$ cat src/rtl/wdt_pkg.sv
package wdt_pkg;

    localparam int CNT_W = 8;

    typedef logic [CNT_W-1:0] wdt_count_t;

    typedef enum logic {
        PULSE_IDLE   = 1'b0,
        PULSE_ACTIVE = 1'b1
    } pulse_state_e;

    typedef struct packed {
        logic       load;
        wdt_count_t value;
    } reload_req_t;

    function automatic logic at_top(input wdt_count_t c);
        return c == {CNT_W{1'b1}};
    endfunction

endpackage

$ cat src/rtl/wdt_prescaler.sv
module wdt_prescaler #(
    parameter int TICK_CYCLES = 12000
) (
    input  logic clk,
    input  logic rst,
    input  logic run,
    input  logic restart,
    output logic tick
);
    localparam int PW = (TICK_CYCLES > 2) ? $clog2(TICK_CYCLES) : 1;
    localparam logic [PW-1:0] LAST = PW'(TICK_CYCLES - 1);

    logic [PW-1:0] phase_q;

    assign tick = run && !restart && (phase_q == LAST);

    always_ff @(posedge clk) begin
        if (rst || !run || restart || phase_q == LAST) begin
            phase_q <= '0;
        end else begin
            phase_q <= phase_q + 1'b1;
        end
    end

    initial begin
        if (TICK_CYCLES < 2) $error("TICK_CYCLES must be at least 2");
    end

    AST_PHASE_RANGE: assert property (@(posedge clk) disable iff (rst)
        phase_q <= LAST);

endmodule

$ cat src/rtl/wdt_counter.sv
module wdt_counter
    import wdt_pkg::*;
(
    input  logic        clk,
    input  logic        rst,
    input  logic        run,
    input  logic        tick,
    input  reload_req_t reload,
    output wdt_count_t  count,
    output logic        wrap
);
    wdt_count_t count_q;

    assign count = count_q;
    assign wrap  = tick && at_top(count_q);

    always_ff @(posedge clk) begin
        if (rst || !run) begin
            count_q <= '0;
        end else if (reload.load) begin
            count_q <= reload.value;
        end else if (tick) begin
            count_q <= count_q + 1'b1;
        end
    end

    AST_HOLD_BETWEEN_TICKS: assert property (@(posedge clk) disable iff (rst)
        (run && !reload.load && !tick) |=> $stable(count_q));

    AST_RELOAD_LOADS: assert property (@(posedge clk) disable iff (rst)
        (run && reload.load) |=> (count_q == $past(reload.value)));

endmodule

$ cat src/rtl/wdt_reset_pulse.sv
module wdt_reset_pulse
    import wdt_pkg::*;
#(
    parameter int PULSE_CYCLES = 16
) (
    input  logic clk,
    input  logic rst,
    input  logic trigger,
    output logic req
);
    localparam int PCW = $clog2(PULSE_CYCLES + 1);

    logic [PCW-1:0] remain_q;
    pulse_state_e   state;

    assign state = (remain_q != '0) ? PULSE_ACTIVE : PULSE_IDLE;
    assign req   = (state == PULSE_ACTIVE);

    always_ff @(posedge clk) begin
        if (rst) begin
            remain_q <= '0;
        end else if (trigger) begin
            remain_q <= PCW'(PULSE_CYCLES);
        end else if (state == PULSE_ACTIVE) begin
            remain_q <= remain_q - 1'b1;
        end
    end

    AST_RISE_FROM_WRAP: assert property (@(posedge clk) disable iff (rst)
        $rose(req) |-> $past(trigger));

    AST_NO_RETRIGGER: assert property (@(posedge clk) disable iff (rst)
        req |-> !trigger);

endmodule

$ cat src/rtl/tick_watchdog.sv
module tick_watchdog
    import wdt_pkg::*;
#(
    parameter int TICK_CYCLES  = 12000,
    parameter int PULSE_CYCLES = 16,
    parameter int ENABLE_BIT   = 4
) (
    input  logic       clk,
    input  logic       rst,
    input  logic       ctrl_wr,
    input  logic [7:0] ctrl_wdata,
    input  logic       reload_wr,
    input  logic [7:0] reload_val,
    output logic       wd_enabled,
    output logic [7:0] wd_count,
    output logic       sys_rst_req
);
    logic        en_q;
    logic        tick;
    logic        wrap;
    logic        req;
    wdt_count_t  cnt;
    reload_req_t reload;

    assign reload.load  = reload_wr && en_q;
    assign reload.value = reload_val;

    always_ff @(posedge clk) begin
        if (rst || wrap || req) begin
            en_q <= 1'b0;
        end else if (ctrl_wr && ctrl_wdata[ENABLE_BIT]) begin
            en_q <= 1'b1;
        end
    end

    wdt_prescaler #(.TICK_CYCLES(TICK_CYCLES)) u_pre (
        .clk     (clk),
        .rst     (rst),
        .run     (en_q),
        .restart (reload.load),
        .tick    (tick)
    );

    wdt_counter u_cnt (
        .clk    (clk),
        .rst    (rst),
        .run    (en_q),
        .tick   (tick),
        .reload (reload),
        .count  (cnt),
        .wrap   (wrap)
    );

    wdt_reset_pulse #(.PULSE_CYCLES(PULSE_CYCLES)) u_pulse (
        .clk     (clk),
        .rst     (rst),
        .trigger (wrap),
        .req     (req)
    );

    assign wd_enabled  = en_q;
    assign wd_count    = cnt;
    assign sys_rst_req = req;

    AST_DISARMED_ZERO: assert property (@(posedge clk) disable iff (rst)
        !en_q |-> (cnt == '0));

    AST_STICKY_ENABLE: assert property (@(posedge clk) disable iff (rst)
        (en_q && !wrap) |=> en_q);

    AST_PULSE_DISARMS: assert property (@(posedge clk) disable iff (rst)
        req |-> !en_q);

endmodule

$ cat config.mk
export PLATFORM = sky130hd
export DESIGN_NAME = tick_watchdog
export DESIGN_NICKNAME = d
export VERILOG_FILES = /design/src/rtl/wdt_pkg.sv /design/src/rtl/wdt_prescaler.sv /design/src/rtl/wdt_counter.sv /design/src/rtl/wdt_reset_pulse.sv /design/src/rtl/tick_watchdog.sv
export SDC_FILE = /design/constraint.sdc
export NUM_CORES = 1
export LEC_CHECK = 0
export ABC_CLOCK_PERIOD_IN_PS = 2250
export BUFFER_PORTS_ARGS = -buffer_cell sky130_fd_sc_hd__buf_4
export CAP_MARGIN = 20
export CORE_ASPECT_RATIO = 1.25
export CORE_MARGIN = 4
export CORE_UTILIZATION = 50
export CTS_CLUSTER_DIAMETER = 40
export DETAILED_ROUTE_END_ITERATION = 8
export GPL_TIMING_DRIVEN = 0
export PLACE_DENSITY = 0.74
export SLEW_MARGIN = 20
export SYNTH_ARGS = -nofsm -noshare
export SYNTH_HDL_FRONTEND = slang
export SYNTH_SLANG_ARGS = --single-unit
export TNS_END_PERCENT = 100
$ cat constraint.sdc
create_clock -name clk -period 2.25 [get_ports clk]
set_input_delay 0 -clock clk [delete_from_list [all_inputs] [get_ports clk]]
set_output_delay 0 -clock clk [all_outputs]
set_load 0.05 [all_outputs]
==> results of run 1 <==
==> report_power, final <==
group	internal [W]	switching [W]
logic	0.000156	0.000221
clock network	0.0000989	0.000139
registers	0.000536	0.0000278
==> cell families after synthesis <==
logic type | synth area share
flip-flops | 0.4007
buffers and inverters | 0.05455
AND/OR/NAND/NOR | 0.2773
AO/OA/AOI/OAI | 0.1530
XOR/XNOR | 0.08766
adder cells (fa/ha/maj) | 0.02684
==> per-stage QoR <==
stage,std cells,instance area (µm²)
2_1_floorplan,159,1399
3_3_place_gp,215,1607
3_5_place_dp,215,1607
4_1_cts,225,1703
5_1_grt,225,1703
6_report,225,1703
==> synth_stat cells <==
library cell and number:
dfxtp_1 28, nor2_1 17, nand2_1 10, xor2_1 9, o21ai_0 8, nor3_1 7
inv_1 6, nand4_1 6, a21oi_1 5, and2_1 5, nand3_1 5, xnor2_1 5
and3_1 4, clkbuf_1 4, a211oi_1 3, buf_6 3, ha_1 3, nor4_1 3
a311oi_1 2, a41oi_1 2, nand2b_1 2, or3_1 2, a211oi_2 1, a31o_2 1
a32oi_1 1, and2b_1 1, and3b_1 1, and4_1 1, and4_2 1, clkbuf_2 1
nand2_2 1, nand4b_1 1, nor2b_1 1, nor4b_4 1, o221ai_1 1, o311a_1 1
o311ai_0 1, o31a_1 1, o31ai_1 1, o32ai_1 1, o41ai_1 1, or3b_2 1
==> final timing paths <==
path	start	end	slack, ps
hold reg to reg	u_pre.phase_q[0]	u_pre.phase_q[0]	440
setup / recovery	u_pre.phase_q[0]	u_pre.phase_q[9]	210
setup reg to reg	u_pre.phase_q[0]	u_pre.phase_q[9]	210
hold / removal	reload_val[4]	u_cnt.count[4]	10
==> state kept, by name, indices dropped and copies added, names as in the netlist <==
| register | flops |
|---|---|
| wd_enabled | 1 |
| u_cnt.count | 8 |
| u_pre.phase_q | 14 |
| u_pulse.remain_q | 5 |
==> tightest hold or removal path: cells and delay by family <==
kind / cells / cell delay (ps)
compound gates: 1 / 150
buf+inv: 1 / 70
simple gates: 1 / 80
==> placed cells by master (no fill, tap or decap), drive strengths merged, types with 2 or more instances in the layout <==
master | synthesis | routed
a211oi | 4 | 4
a21oi | 5 | 5
a311oi | 2 | 2
a41oi | 2 | 2
and2 | 5 | 5
and3 | 4 | 4
and4 | 2 | 2
buf | 3 | 25
clkbuf | 5 | 9
dfxtp | 28 | 28
dlygate4sd3 | 0 | 6
ha | 3 | 3
inv | 6 | 6
nand2 | 11 | 11
nand2b | 2 | 2
nand3 | 5 | 5
nand4 | 6 | 6
nor2 | 17 | 17
nor3 | 7 | 7
nor4 | 3 | 3
o21ai | 8 | 8
or3 | 2 | 2
xnor2 | 5 | 5
xor2 | 9 | 9
==> layer usage <==
layer / vias to the layer above / share of wire
met5: - / 0
met4: 0 / 0.018
met3: 6 / 0.037
met2: 37 / 0.51
met1: 604 / 0.44
li1: 638 / -
==> area by class of cell <==
cell class              instances  area share
multi-input cells             117      0.4475
repair buffers                 28      0.1323
clock buffers                   4     0.02131
inverters                       6     0.01323
well taps                      34     0.02498
plain buffers                   8     0.03159
flip-flops and latches         28      0.3292
==> what timing repair did <==
| action | in CTS | in global routing |
|---|---|---|
| hold buffers | 6 | 0 |
| endpoints found under the setup margin | 0 | 0 |
| hold endpoints to repair | 5 | 0 |
==> run_results.csv, run 1 <==
group,metric,value,unit
route,drt-pass1-iter-count,4,
timing,tns,0,ps
yosys,yosysTopAreaCell,"dfxtp_1",
critical_path,crit_chain,"ha_1 -> and4_1 -> clkbuf_2 -> a41oi_1 -> nand2_2 -> buf_6 -> nor2_1",
cts,cts_setup_buffers,0,
timing,fin_skew,12.68,ps
critical_path,slowest_stage,"a41oi_1",
critical_path,slowest_delay,560,ps
global_route,grt_overflow_total,0,
critical_path,cp-end-kind,"flip-flop",
run_status,status,"complete, no violations",
yosys,seq_area_frac_synth,0.4007,
pwr,power_density,692.2,nW/µm²
critical_path,start_kind,"flip-flop",
cts,cts-root-buf,"clkbuf_4",
final_layout,n_fill_cell,255,
critical_path,r2r_cells,7,
timing,tightest_slew,683.8,ps
final_layout,drive_gt1_frac,0.1885,
run,maxCapViolations,0,
global_route,grt_max_degree,16,
route,drcViolationCount,0,
yosys,syn_area_per_cell,8.798,µm²
floorplanning,core_area,2680,µm²
global_route,grtUsageMet3,0.02103,
critical_path,crit_family,"compound AO/OA/AOI/OAI gates",
final_layout,utilization,0.6354,
final_layout,multi_input_area,762.0,µm²
route,num_vias,1285,
timing,fin_ws,206.9,ps
place,gp_congestion,0.9034,
floorplanning,dieArea,3713,µm²
yosys,syn_area,1399,µm²
timing,hold-worst-slack,14.07,ps
pwr,ir_drop,403.8,µV
pwr,p_total,0.001179,W
route,drt_wl_total,3208,µm
cts,cts_tree,"done",
global_route,grt_first_pass_wirelength,5409,µm
timing,rsz0062_at_grt,"no",
yosys,synthTopCellsByArea,"dfxtp_1 (40%), xor2_1 (5.6%), nor2_1 (4.6%)",
timing,fin_crit_sh,0.9081,
cts,numCtsBuffers,3,
timing,fmax,489.4,MHz
floorplanning,ioPinCount,30,
cts,post_cts_resized,0,
timing,finalSetupViolations,0,
place,detailed_place_hpwl,2370,µm
yosys,synth_cell_type_count,42,
critical_path,critPathBufInv,2,
route,viasPerCell,5.711,
yosys,syn_inst,159,
route,drtAntennaViolNets,0,
global_route,use_met1,0.2131,
critical_path,critPathRequiredTime,2510,ps
global_route,busiest_layer,"met2",
cts,insertion_delay,320,ps
place,place_ws,231.3,ps
cts,clockBufferDepth,2,
floorplanning,die_h,67.14,µm
critical_path,arrival,2300,ps
final_layout,register_area,560.5,µm²
place,port-buffer-count,22,
min_path,whs_path_depth,3,
global_route,grt.met2_usage,0.3299,
final_layout,area_growth,21.73,%
cts,clock-sinks,28,
critical_path,critPathMaxFanout,10,
timing,relSlewSlack,0.5381,
yosys,synth_nets,182,
timing,min_period,2043,ps
pwr,leakagePower,0.6326,nW
floorplanning,die_w,55.31,µm
yosys,synth_top_area_frac,0.4007,
route,drt_iter0_markers,18,
cts,clkTransAtPathRegs,130,ps
timing,slew_violations,0,
route,routedWlPerCell,14.26,µm
final_layout,nets,215,
timing,hold_viol,0,
critical_path,crit_type,"reg2reg",
min_path,hp-class,"in2reg",
yosys,ys_ff_latch,28,
yosys,yosys_warnings,0,
global_route,antenna_found_initial,0,
final_layout,n_antenna_cell,0,
global_route,grtUsageTotal,0.1807,
critical_path,cp.depth,7,
global_route,grt_pass1_vias,1250,
floorplanning,rows,21,
floorplanning,start_util,0.5219,
cts,h-tree-depth,1,
(Power assumes the default switching activity.)
==> inputs of run 2 (changes only) <==
REMOVE_ABC_BUFFERS = 1   (was default)
==> run_results.csv, run 2 (synthesized netlist as in run 1, its figures left out) <==
group,metric,value,unit
timing,tns,0,ps
route,drt_wl_total,3002,µm
global_route,grtUsageTotal,0.1710,
final_layout,largest_reg_flops,14,
global_route,grt_max_degree,15,
critical_path,critPathRequiredTime,2500,ps
floorplanning,core_area,2680,µm²
pwr,internal-power,0.0007514,W
pwr,switching_share,0.3315,
cts,cts_tree,"done",
cts,numCtsBuffers,3,
cts,clock-sinks,28,
final_layout,drive_gt1_frac,0.1703,
global_route,antenna_found_initial,0,
route,drt-pass1-iter-count,4,
timing,finalSetupViolations,0,
cts,clockBufferDepth,2,
critical_path,crit_type,"reg2reg",
final_layout,final_common_cell,"dfxtp_1",
final_layout,area_growth,16.91,%
critical_path,arrival,2260,ps
floorplanning,rows,21,
pwr,power_frac_clock,0.173,
route,drtAntennaViolNets,0,
critical_path,critPathMaxFanout,13,
cts,insertion_delay,310,ps
place,port-buffer-count,22,
run_status,status,"complete, no violations",
pwr,p_comb_frac,0.322,
cts,post_cts_resized,0,
timing,rsz0062_at_grt,"no",
timing,min_period,2011,ps
timing,tightest_slew,670.0,ps
cts,clkTransAtPathRegs,140,ps
final_layout,top_register,"u_pre.phase_q",
critical_path,cp-end-kind,"flip-flop",
route,viasPerCell,5.782,
run,maxCapViolations,0,
route,routedWlPerCell,13.90,µm
critical_path,start_kind,"flip-flop",
timing,fin_skew,3.902,ps
place,gp_congestion,0.9074,
route,num_vias,1249,
route,drcViolationCount,0,
pwr,ir_drop,531.1,µV
pwr,leakagePower,0.5978,nW
pwr,power_switching,0.0003725,W
cts,cts-root-buf,"clkbuf_4",
pwr,power_density,687.3,nW/µm²
final_layout,nets,207,
final_layout,layout_common_cells,"dfxtp_1 (28), buf_4 (22), nor2_1 (17), nand2_1 (10), xor2_1 (9)",
pwr,p_seq_frac,0.505,
floorplanning,dieArea,3713,µm²
floorplanning,die_w,55.31,µm
global_route,grt_first_pass_wirelength,5119,µm
cts,h-tree-depth,1,
place,detailed_place_hpwl,2201,µm
timing,fin_crit_sh,0.8938,
final_layout,utilization,0.6102,
timing,hold_viol,0,
global_route,grt_overflow_total,0,
floorplanning,die_h,67.14,µm
place,place_inst,207,
min_path,hp-class,"in2reg",
route,drt_iter0_markers,8,
timing,slew_violations,0,
final_layout,n_antenna_cell,0,
timing,fmax,497.3,MHz
floorplanning,ioPinCount,30,
final_layout,instances_no_fill,216,
floorplanning,start_util,0.5219,
timing,relSlewSlack,0.5524,
global_route,grt_pass1_vias,1188,
run 2: cell types whose count changed in the layout (fill, tap and decap cells not counted), sizes merged:
cell and delta:
buf -3, clkbuf -6
run 2: repair_timing:
action / 4_1_cts / 5_1_grt
setup buffers: 0 / 0
endpoints found under the hold margin: 4 / 1
hold buffers: 5 / 1
run 2: through the flow:
| step | area [µm²] | power (W) | hold WS [ps] | worst slack, ps |
|---|---|---|---|---|
| 6_report | 1635 | 0.001124 | 17.70 | 238.9 |
| 5_1_grt | 1635 | 0.001194 | 23.96 | 81.50 |
| 4_1_cts | 1625 | 0.001137 | 7.530 | 220.0 |
| 3_5_place_dp | 1553 | 0.0009313 | 190.3 | 249.9 |
| 3_3_place_gp | 1553 | 0.0009195 | 188.0 | 296.3 |
| 2_1_floorplan | 1345 | 0.0008422 | 72.38 | 397.1 |
run 2: critical path, cell delays in order, from the launching register on:
cell	delay, ps
dfxtp_1	350
ha_1	240
and4_1	300
a41oi_1	550
nand2_2	310
a21oi_1	190
run 2: routing by layer:
| metal | GRT usage | vias to the layer above | share of wire |
|---|---|---|---|
| met5 | 0 | - | 0 |
| met4 | 0.09726 | 0 | 0.020 |
| met3 | 0.02677 | 6 | 0.059 |
| met2 | 0.3062 | 44 | 0.50 |
| met1 | 0.1948 | 581 | 0.42 |
| li1 | - | 618 | - |
run 2: power groups by stage:
stage | Sequential [W] | Clock (W) | Combinational, W
global placement | 0.000577 | 0 | 0.000343
global route | 0.000572 | 0.000223 | 0.000400
detailed placement | 0.000579 | 0 | 0.000353
CTS | 0.000568 | 0.000205 | 0.000364
finish | 0.000567 | 0.000195 | 0.000362
floorplan | 0.000588 | 0 | 0.000254
run 2: path summary, 6_finish.rpt:
kind               startpoint                 to  slack, ps  cells after the start
max          u_pre.phase_q[0]  u_pre.phase_q[13]        240                      5
min                 reload_wr     u_cnt.count[0]         20                      3
max reg2reg  u_pre.phase_q[0]  u_pre.phase_q[13]        240                      5
min reg2reg  u_pre.phase_q[0]   u_pre.phase_q[0]        450                      1
run 2: cell type report:
type                       count  area (µm²)
tap                           34       42.54
clock buffer                   3       22.52
inverter                       6       22.52
multi-input combinational    117       762.0
fill                         254        1045
sequential                    28       560.5
timing repair buffer          28       225.2
